`config.mk`:
```
export PLATFORM = sky130hd
export DESIGN_NAME = sign_xcorr
export DESIGN_NICKNAME = d
export VERILOG_FILES = /design/src/rtl/sxc_pkg.sv /design/src/rtl/sxc_window.sv /design/src/rtl/sxc_tapsum.sv /design/src/rtl/sign_xcorr.sv
export SDC_FILE = /design/constraint.sdc
export NUM_CORES = 1
export LEC_CHECK = 0
export ABC_AREA = 1
export CORE_ASPECT_RATIO = 0.75
export CORE_MARGIN = 2
export CORE_UTILIZATION = 60
export DETAILED_ROUTE_END_ITERATION = 8
export DONT_BUFFER_PORTS = 1
export PLACE_DENSITY_LB_ADDON = 0.3
export SYNTH_ARGS = -nofsm -noshare
export SYNTH_HDL_FRONTEND = slang
export SYNTH_SLANG_ARGS = --single-unit
```
`constraint.sdc`:
```
create_clock -name clk -period 15.51 [get_ports clk]
set_input_delay 3.102 -clock clk [delete_from_list [all_inputs] [get_ports clk]]
set_output_delay 3.102 -clock clk [all_outputs]
set_load 0.05 [all_outputs]
```
`src/rtl/sxc_pkg.sv`:
```
package sxc_pkg;

  // Real part of one sample-times-conjugated-reference term, from sign bits (1 = negative).
  function automatic logic signed [2:0] term_re(input logic dr, input logic di,
                                                input logic cr, input logic ci);
    logic signed [2:0] p, q;
    p = (dr == cr) ? 3'sd1 : -3'sd1;
    q = (di == ci) ? 3'sd1 : -3'sd1;
    return p + q;
  endfunction

  // Imaginary part of the same term: di*cr - dr*ci.
  function automatic logic signed [2:0] term_im(input logic dr, input logic di,
                                                input logic cr, input logic ci);
    logic signed [2:0] p, q;
    p = (di == cr) ? 3'sd1 : -3'sd1;
    q = (dr != ci) ? 3'sd1 : -3'sd1;
    return p + q;
  endfunction

  // L1 magnitude of a complex value.
  function automatic logic [15:0] l1_mag(input logic signed [15:0] re,
                                         input logic signed [15:0] im);
    logic [15:0] ar, ai;
    ar = (re < 0) ? 16'(-re) : 16'(re);
    ai = (im < 0) ? 16'(-im) : 16'(im);
    return ar + ai;
  endfunction

endpackage

```
`src/rtl/sxc_window.sv`:
```
module sxc_window #(
  parameter int TAPS  = 32,
  parameter int CNT_W = $clog2(TAPS + 1)
) (
  input  logic            clk,
  input  logic            rst_n,
  input  logic            clear,
  input  logic            shift,
  input  logic            d_re_neg,
  input  logic            d_im_neg,
  output logic [TAPS-1:0] win_re,
  output logic [TAPS-1:0] win_im,
  output logic            full
);
  localparam logic [CNT_W-1:0] FILL_MAX = CNT_W'(TAPS);

  logic [CNT_W-1:0] fill;

  always_ff @(posedge clk or negedge rst_n) begin
    if (!rst_n) begin
      win_re <= '0;
      win_im <= '0;
    end else if (shift) begin
      win_re <= {win_re[TAPS-2:0], d_re_neg};
      win_im <= {win_im[TAPS-2:0], d_im_neg};
    end
  end

  always_ff @(posedge clk or negedge rst_n) begin
    if (!rst_n)                         fill <= '0;
    else if (clear)                     fill <= '0;
    else if (shift && fill != FILL_MAX) fill <= fill + 1'b1;
  end

  assign full = (fill == FILL_MAX);

  // the fill count never passes the window length
  a_r6_fill_bound: assert property (@(posedge clk) disable iff (!rst_n)
    fill <= FILL_MAX);

  // an arm pulse always empties the window count
  a_r9_clear_empties: assert property (@(posedge clk) disable iff (!rst_n)
    clear |=> fill == '0);

endmodule

```
`src/rtl/sxc_tapsum.sv`:
```
module sxc_tapsum
  import sxc_pkg::*;
#(
  parameter int              TAPS   = 32,
  parameter logic [TAPS-1:0] REF_RE = '0,
  parameter logic [TAPS-1:0] REF_IM = '0,
  parameter int              SUM_W  = 8
) (
  input  logic [TAPS-1:0]    win_re,
  input  logic [TAPS-1:0]    win_im,
  output logic [SUM_W-1:0]   sum_re,
  output logic [SUM_W-1:0]   sum_im
);
  logic signed [2:0] t_re [TAPS];
  logic signed [2:0] t_im [TAPS];

  for (genvar k = 0; k < TAPS; k++) begin : g_tap
    localparam logic CR = REF_RE[TAPS-1-k];
    localparam logic CI = REF_IM[TAPS-1-k];
    assign t_re[k] = term_re(win_re[k], win_im[k], CR, CI);
    assign t_im[k] = term_im(win_re[k], win_im[k], CR, CI);
  end

  always_comb begin
    sum_re = '0;
    sum_im = '0;
    for (int i = 0; i < TAPS; i++) begin
      sum_re = sum_re + {{(SUM_W-3){t_re[i][2]}}, t_re[i]};
      sum_im = sum_im + {{(SUM_W-3){t_im[i][2]}}, t_im[i]};
    end
  end

endmodule

```
`src/rtl/sign_xcorr.sv`:
```
module sign_xcorr
  import sxc_pkg::*;
#(
  parameter int              DATA_W = 12,
  parameter int              TAPS   = 32,
  parameter logic [TAPS-1:0] REF_RE = 32'h3A5C_91E6,
  parameter logic [TAPS-1:0] REF_IM = 32'hC5D2_0B7F,
  localparam int             MAG_W  = $clog2(2 * TAPS + 1),
  localparam int             SUM_W  = MAG_W + 1
) (
  input  logic              clk,
  input  logic              rst_n,
  input  logic              arm,
  input  logic              in_valid,
  input  logic [DATA_W-1:0] in_re,
  input  logic [DATA_W-1:0] in_im,
  input  logic [MAG_W-1:0]  threshold,
  output logic [MAG_W-1:0]  mag_out,
  output logic              mag_valid,
  output logic              peak_strobe,
  output logic              busy
);
  localparam int CNT_W = $clog2(TAPS + 1);

  // named internal events
  logic              accept;
  logic              win_full;
  logic              acc_q;
  logic              hit;
  logic [TAPS-1:0]   win_re, win_im;
  logic [SUM_W-1:0]  sum_re, sum_im;
  logic [15:0]       mag_full;

  assign accept = busy && in_valid && !arm;

  sxc_window #(.TAPS(TAPS), .CNT_W(CNT_W)) u_window (
    .clk      (clk),
    .rst_n    (rst_n),
    .clear    (arm),
    .shift    (accept),
    .d_re_neg (in_re[DATA_W-1]),
    .d_im_neg (in_im[DATA_W-1]),
    .win_re   (win_re),
    .win_im   (win_im),
    .full     (win_full)
  );

  sxc_tapsum #(.TAPS(TAPS), .REF_RE(REF_RE), .REF_IM(REF_IM), .SUM_W(SUM_W)) u_tapsum (
    .win_re (win_re),
    .win_im (win_im),
    .sum_re (sum_re),
    .sum_im (sum_im)
  );

  assign mag_full = l1_mag({{(16-SUM_W){sum_re[SUM_W-1]}}, sum_re},
                           {{(16-SUM_W){sum_im[SUM_W-1]}}, sum_im});

  // magnitude stage
  always_ff @(posedge clk or negedge rst_n) begin
    if (!rst_n) begin
      acc_q     <= 1'b0;
      mag_valid <= 1'b0;
      mag_out   <= '0;
    end else begin
      acc_q     <= accept;
      mag_valid <= acc_q && win_full && !arm;
      if (acc_q) mag_out <= mag_full[MAG_W-1:0];
    end
  end

  // registered threshold decision and search state
  assign hit = busy && mag_valid && (mag_out > threshold);

  always_ff @(posedge clk or negedge rst_n) begin
    if (!rst_n) begin
      peak_strobe <= 1'b0;
      busy        <= 1'b0;
    end else begin
      peak_strobe <= hit;
      busy        <= arm || (busy && !hit);
    end
  end

  // the window captures exactly the negativity of each accepted sample
  a_r3_sign_capture_re: assert property (@(posedge clk) disable iff (!rst_n)
    accept |=> win_re[0] == $past($signed(in_re) < 0));
  a_r3_sign_capture_im: assert property (@(posedge clk) disable iff (!rst_n)
    accept |=> win_im[0] == $past($signed(in_im) < 0));

  // the full-width magnitude never exceeds the full-match value
  a_r5_mag_bound: assert property (@(posedge clk) disable iff (!rst_n)
    acc_q |-> mag_full <= 16'(2 * TAPS));

  // a magnitude only follows a sample taken while busy
  a_r2_valid_needs_busy: assert property (@(posedge clk) disable iff (!rst_n)
    mag_valid |-> $past(busy, 2));

  // a magnitude only comes from a full window
  a_r6_valid_full: assert property (@(posedge clk) disable iff (!rst_n)
    mag_valid |-> $past(win_full));

  // the strobe lasts one cycle and follows a crossing
  a_r7_one_cycle: assert property (@(posedge clk) disable iff (!rst_n)
    peak_strobe |=> !peak_strobe);
  a_r7_after_crossing: assert property (@(posedge clk) disable iff (!rst_n)
    peak_strobe |-> $past(mag_valid) && ($past(mag_out) > $past(threshold)));

  // busy after a strobe equals whether arm came with the crossing
  a_r8_self_disable: assert property (@(posedge clk) disable iff (!rst_n)
    peak_strobe |-> busy == $past(arm));

endmodule

```
==> impl_metrics.csv <==
group,metric,value,unit
outcome,status,"finished, final reports clean",
floorplan,row_count,45,
setup_path,path_max_fanout,5,
global_routing,antenna_found_initial,0,
cells_and_area,fin_util,0.639,
cells_and_area,layoutNonFillerInstCount,1627,
setup_path,cp.required,15750,ps
floorplan,initial_core_util,0.609,
synth,synth.distinct_cells,31,
cts,cts_tree,"built",
sta,period_share,0.591,
cts,cts_resized,0,
synth,ys_warn_count,0,
setup_path,r2r-end,"mag_out[6]",
sta,min_period,9170,ps
cts,cts_buffers,9,
synth,synth_area_per_cell,8.94,µm²
placement,dp_cells,1613,
cts,post_cts_buffers,0,
global_routing,grt_max_degree,100,
synth,synth_top_area_frac,0.374,
synth,synth_nets,1758,
run,max_cap_violations,0,
synth,ys_top_cells_by_area,"fa_1 37%, dfrtp_1 16%, inv_1 14%",
worst_hold_path,hold_depth,2,
setup_path,start_kind,"flip-flop",
placement,finalWeightedCongestion,0.842,
routing,ant_nets,0,
cts,cts_root_buf,"clkbuf_16",
cts,clock_latency,340,ps
cts,clock-sinks,80,
setup_path,regToRegSetupSlack,6340,ps
cells_and_area,antenna_cells,0,
global_routing,grt_use_total,0.254,
cts,hold_buffers,0,
setup_path,cp.depth,38,
worst_hold_path,hold_class,"flip-flop to flip-flop",
setup_path,slowest_stage,"fa_1",
sta,rsz0062_at_grt,"no",
routing,postRouteWirelength,24.1,mm
setup_path,cpLargestDelayFamily,"adder cells",
setup_path,regToRegStartpoint,"u_window.win_im[1]",
setup_path,r2r_cells,38,
cts,clkTransAtPathRegs,60,ps
synth,synthesis.area,0.0122,mm²
cells_and_area,final_common_cell,"inv_1",
routing,vias,8012,
setup_path,critPathMaxStageDelay,580,ps
synth,yosysTopAreaCell,"fa_1",
global_routing,grt_pass1_wl,42.5,mm
cts,htreeDepth,3,
sta,skew,5.96,ps
floorplan,die_h,128,µm
cells_and_area,final_cell_mix,"460 x inv_1, 229 x fa_1, 218 x nand2_1",
sta,maxSlewHeadroom,0.453,
setup_path,critical_path_class,"flip-flop to flip-flop",
setup_path,arrival,9410,ps
sta,fmax,109,MHz
routing,vias_per_cell,4.92,
synth,ys_ff_latch,80,
sta,setup-tns-final,0,ps
routing,firstDrtPassIters,5,
placement,hpwl,21.1,mm
sta,tightestPinTransition,820,ps
cells_and_area,final.fill_count,1659,
synth,postSynthCellCount,1369,
global_routing,grt_overflow,0,
setup_path,cp.buffers_inverters,4,
placement,portBuffers,0,
routing,routedWlPerCell,14.8,µm
sta,setup_viol,0,
sta,maxSlewViolCount,0,
floorplan,pin_count,45,
synth,synth-seq-area-share,0.163,
sta,hold_violations,0,
cells_and_area,fin_nets,1755,
cells_and_area,area_delta_synth_final,4.92,%
floorplan,dieArea,0.0216,mm²
worst_hold_path,hp-start,"u_window.win_im[9]",
cells_and_area,layout-drive-gt1-share,0.0161,
global_routing,grt_pass1_vias,8534,
worst_hold_path,whs_endpoint,"u_window.win_im[9]",
setup_path,end_kind,"flip-flop",
floorplan,coreArea,0.0201,mm²
routing,drc,0,
cts,cts_max_path_buffers,2,
floorplan,die_w,169,µm
routing,drt-initial-drc-count,534,
worst reg2reg max path, delay by kind of cell (launching register included):
kind | cells | cell delay, ps
AO/OA/AOI/OAI | 5 | 800
XOR/XNOR | 1 | 190
adder cells (fa/ha/maj) | 14 | 6070
buffers and inverters | 4 | 280
flip-flops | 1 | 370
AND/OR/NAND/NOR | 14 | 1380
synth_stat cells, drive strengths merged:
master  number
a21o         1
and3         1
nand4        5
xor2        36
o21ai       76
nand3       41
buf          2
xnor2       23
nand2      218
clkinv       1
a21oi       21
o21a         2
o311ai       1
conb         1
ha         125
nand3b       4
fa         229
o22ai        2
a31oi        3
nor2        14
clkbuf      14
dfrtp       80
mux2i        1
inv        460
nor3         3
o21bai       3
or2          2
per-layer routing:
layer / track usage / wire length [µm] / up-vias
met2: 0.369 / 10300 / 126
met5: 0 / 0 / -
met1: 0.405 / 12300 / 3945
li1: - / - / 3923
met4: 0.0461 / 263 / 0
met3: 0.0469 / 1270 / 18
through the flow:
step / hold WS [ps] / instance area, µm² / worst slack (ps)
after detailed placement: 473 / 12500 / 6350
after global routing: 508 / 12800 / 5730
after global placement: 466 / 12500 / 6470
after floorplan: 453 / 12200 / 7110
final: 484 / 12800 / 6340
after CTS: 486 / 12800 / 6340
flip-flops by register name, indices dropped and copies added, names as in the netlist:
| signal | cells |
|---|---|
| u_window.fill | 6 |
| acc_q | 1 |
| u_window.win_im | 32 |
| peak_strobe | 1 |
| mag_out | 6 |
| mag_valid | 1 |
| busy | 1 |
| u_window.win_re | 32 |
cell type report:
cell class / count / area (µm²) / area share
Multi-Input combinational cell: 812 / 8450 / 0.658
Timing Repair Buffer: 2 / 15.0 / 0.00117
Tap cell: 258 / 323 / 0.0251
Sequential cell: 80 / 2000 / 0.156
Clock buffer: 10 / 229 / 0.0178
Inverter: 461 / 1730 / 0.135
Clock inverter: 4 / 95.1 / 0.00740
worst max-delay path by stage:
| stage | from | endpoint |
|---|---|---|
| 3_5_place_dp | u_window.win_im[1] | mag_out[6] |
| 5_1_grt | u_window.win_im[1] | mag_out[6] |
| 6_report | u_window.win_im[1] | mag_out[6] |
| 2_1_floorplan | u_window.win_im[1] | mag_out[6] |
| 3_3_place_gp | u_window.win_im[1] | mag_out[6] |
| 4_1_cts | u_window.win_im[1] | mag_out[6] |
kinds of logic (layout without fill, tap and decap cells):
| logic type | after synthesis | in the layout | share of synthesized area |
|---|---|---|---|
| adder cells (fa/ha/maj) | 354 | 354 | 0.502 |
| AO/OA/AOI/OAI | 109 | 109 | 0.0469 |
| multiplexers | 1 | 1 | 0.000818 |
| buffers and inverters | 477 | 477 | 0.147 |
| flip-flops | 80 | 80 | 0.163 |
| AND/OR/NAND/NOR | 288 | 288 | 0.0956 |
| XOR/XNOR | 59 | 59 | 0.0440 |
| other | 1 | 1 | 0.000306 |
Power is left out: the tool's default activity adds up to more than one toggle a clock period on the data nets, which glitch-free logic cannot reach.
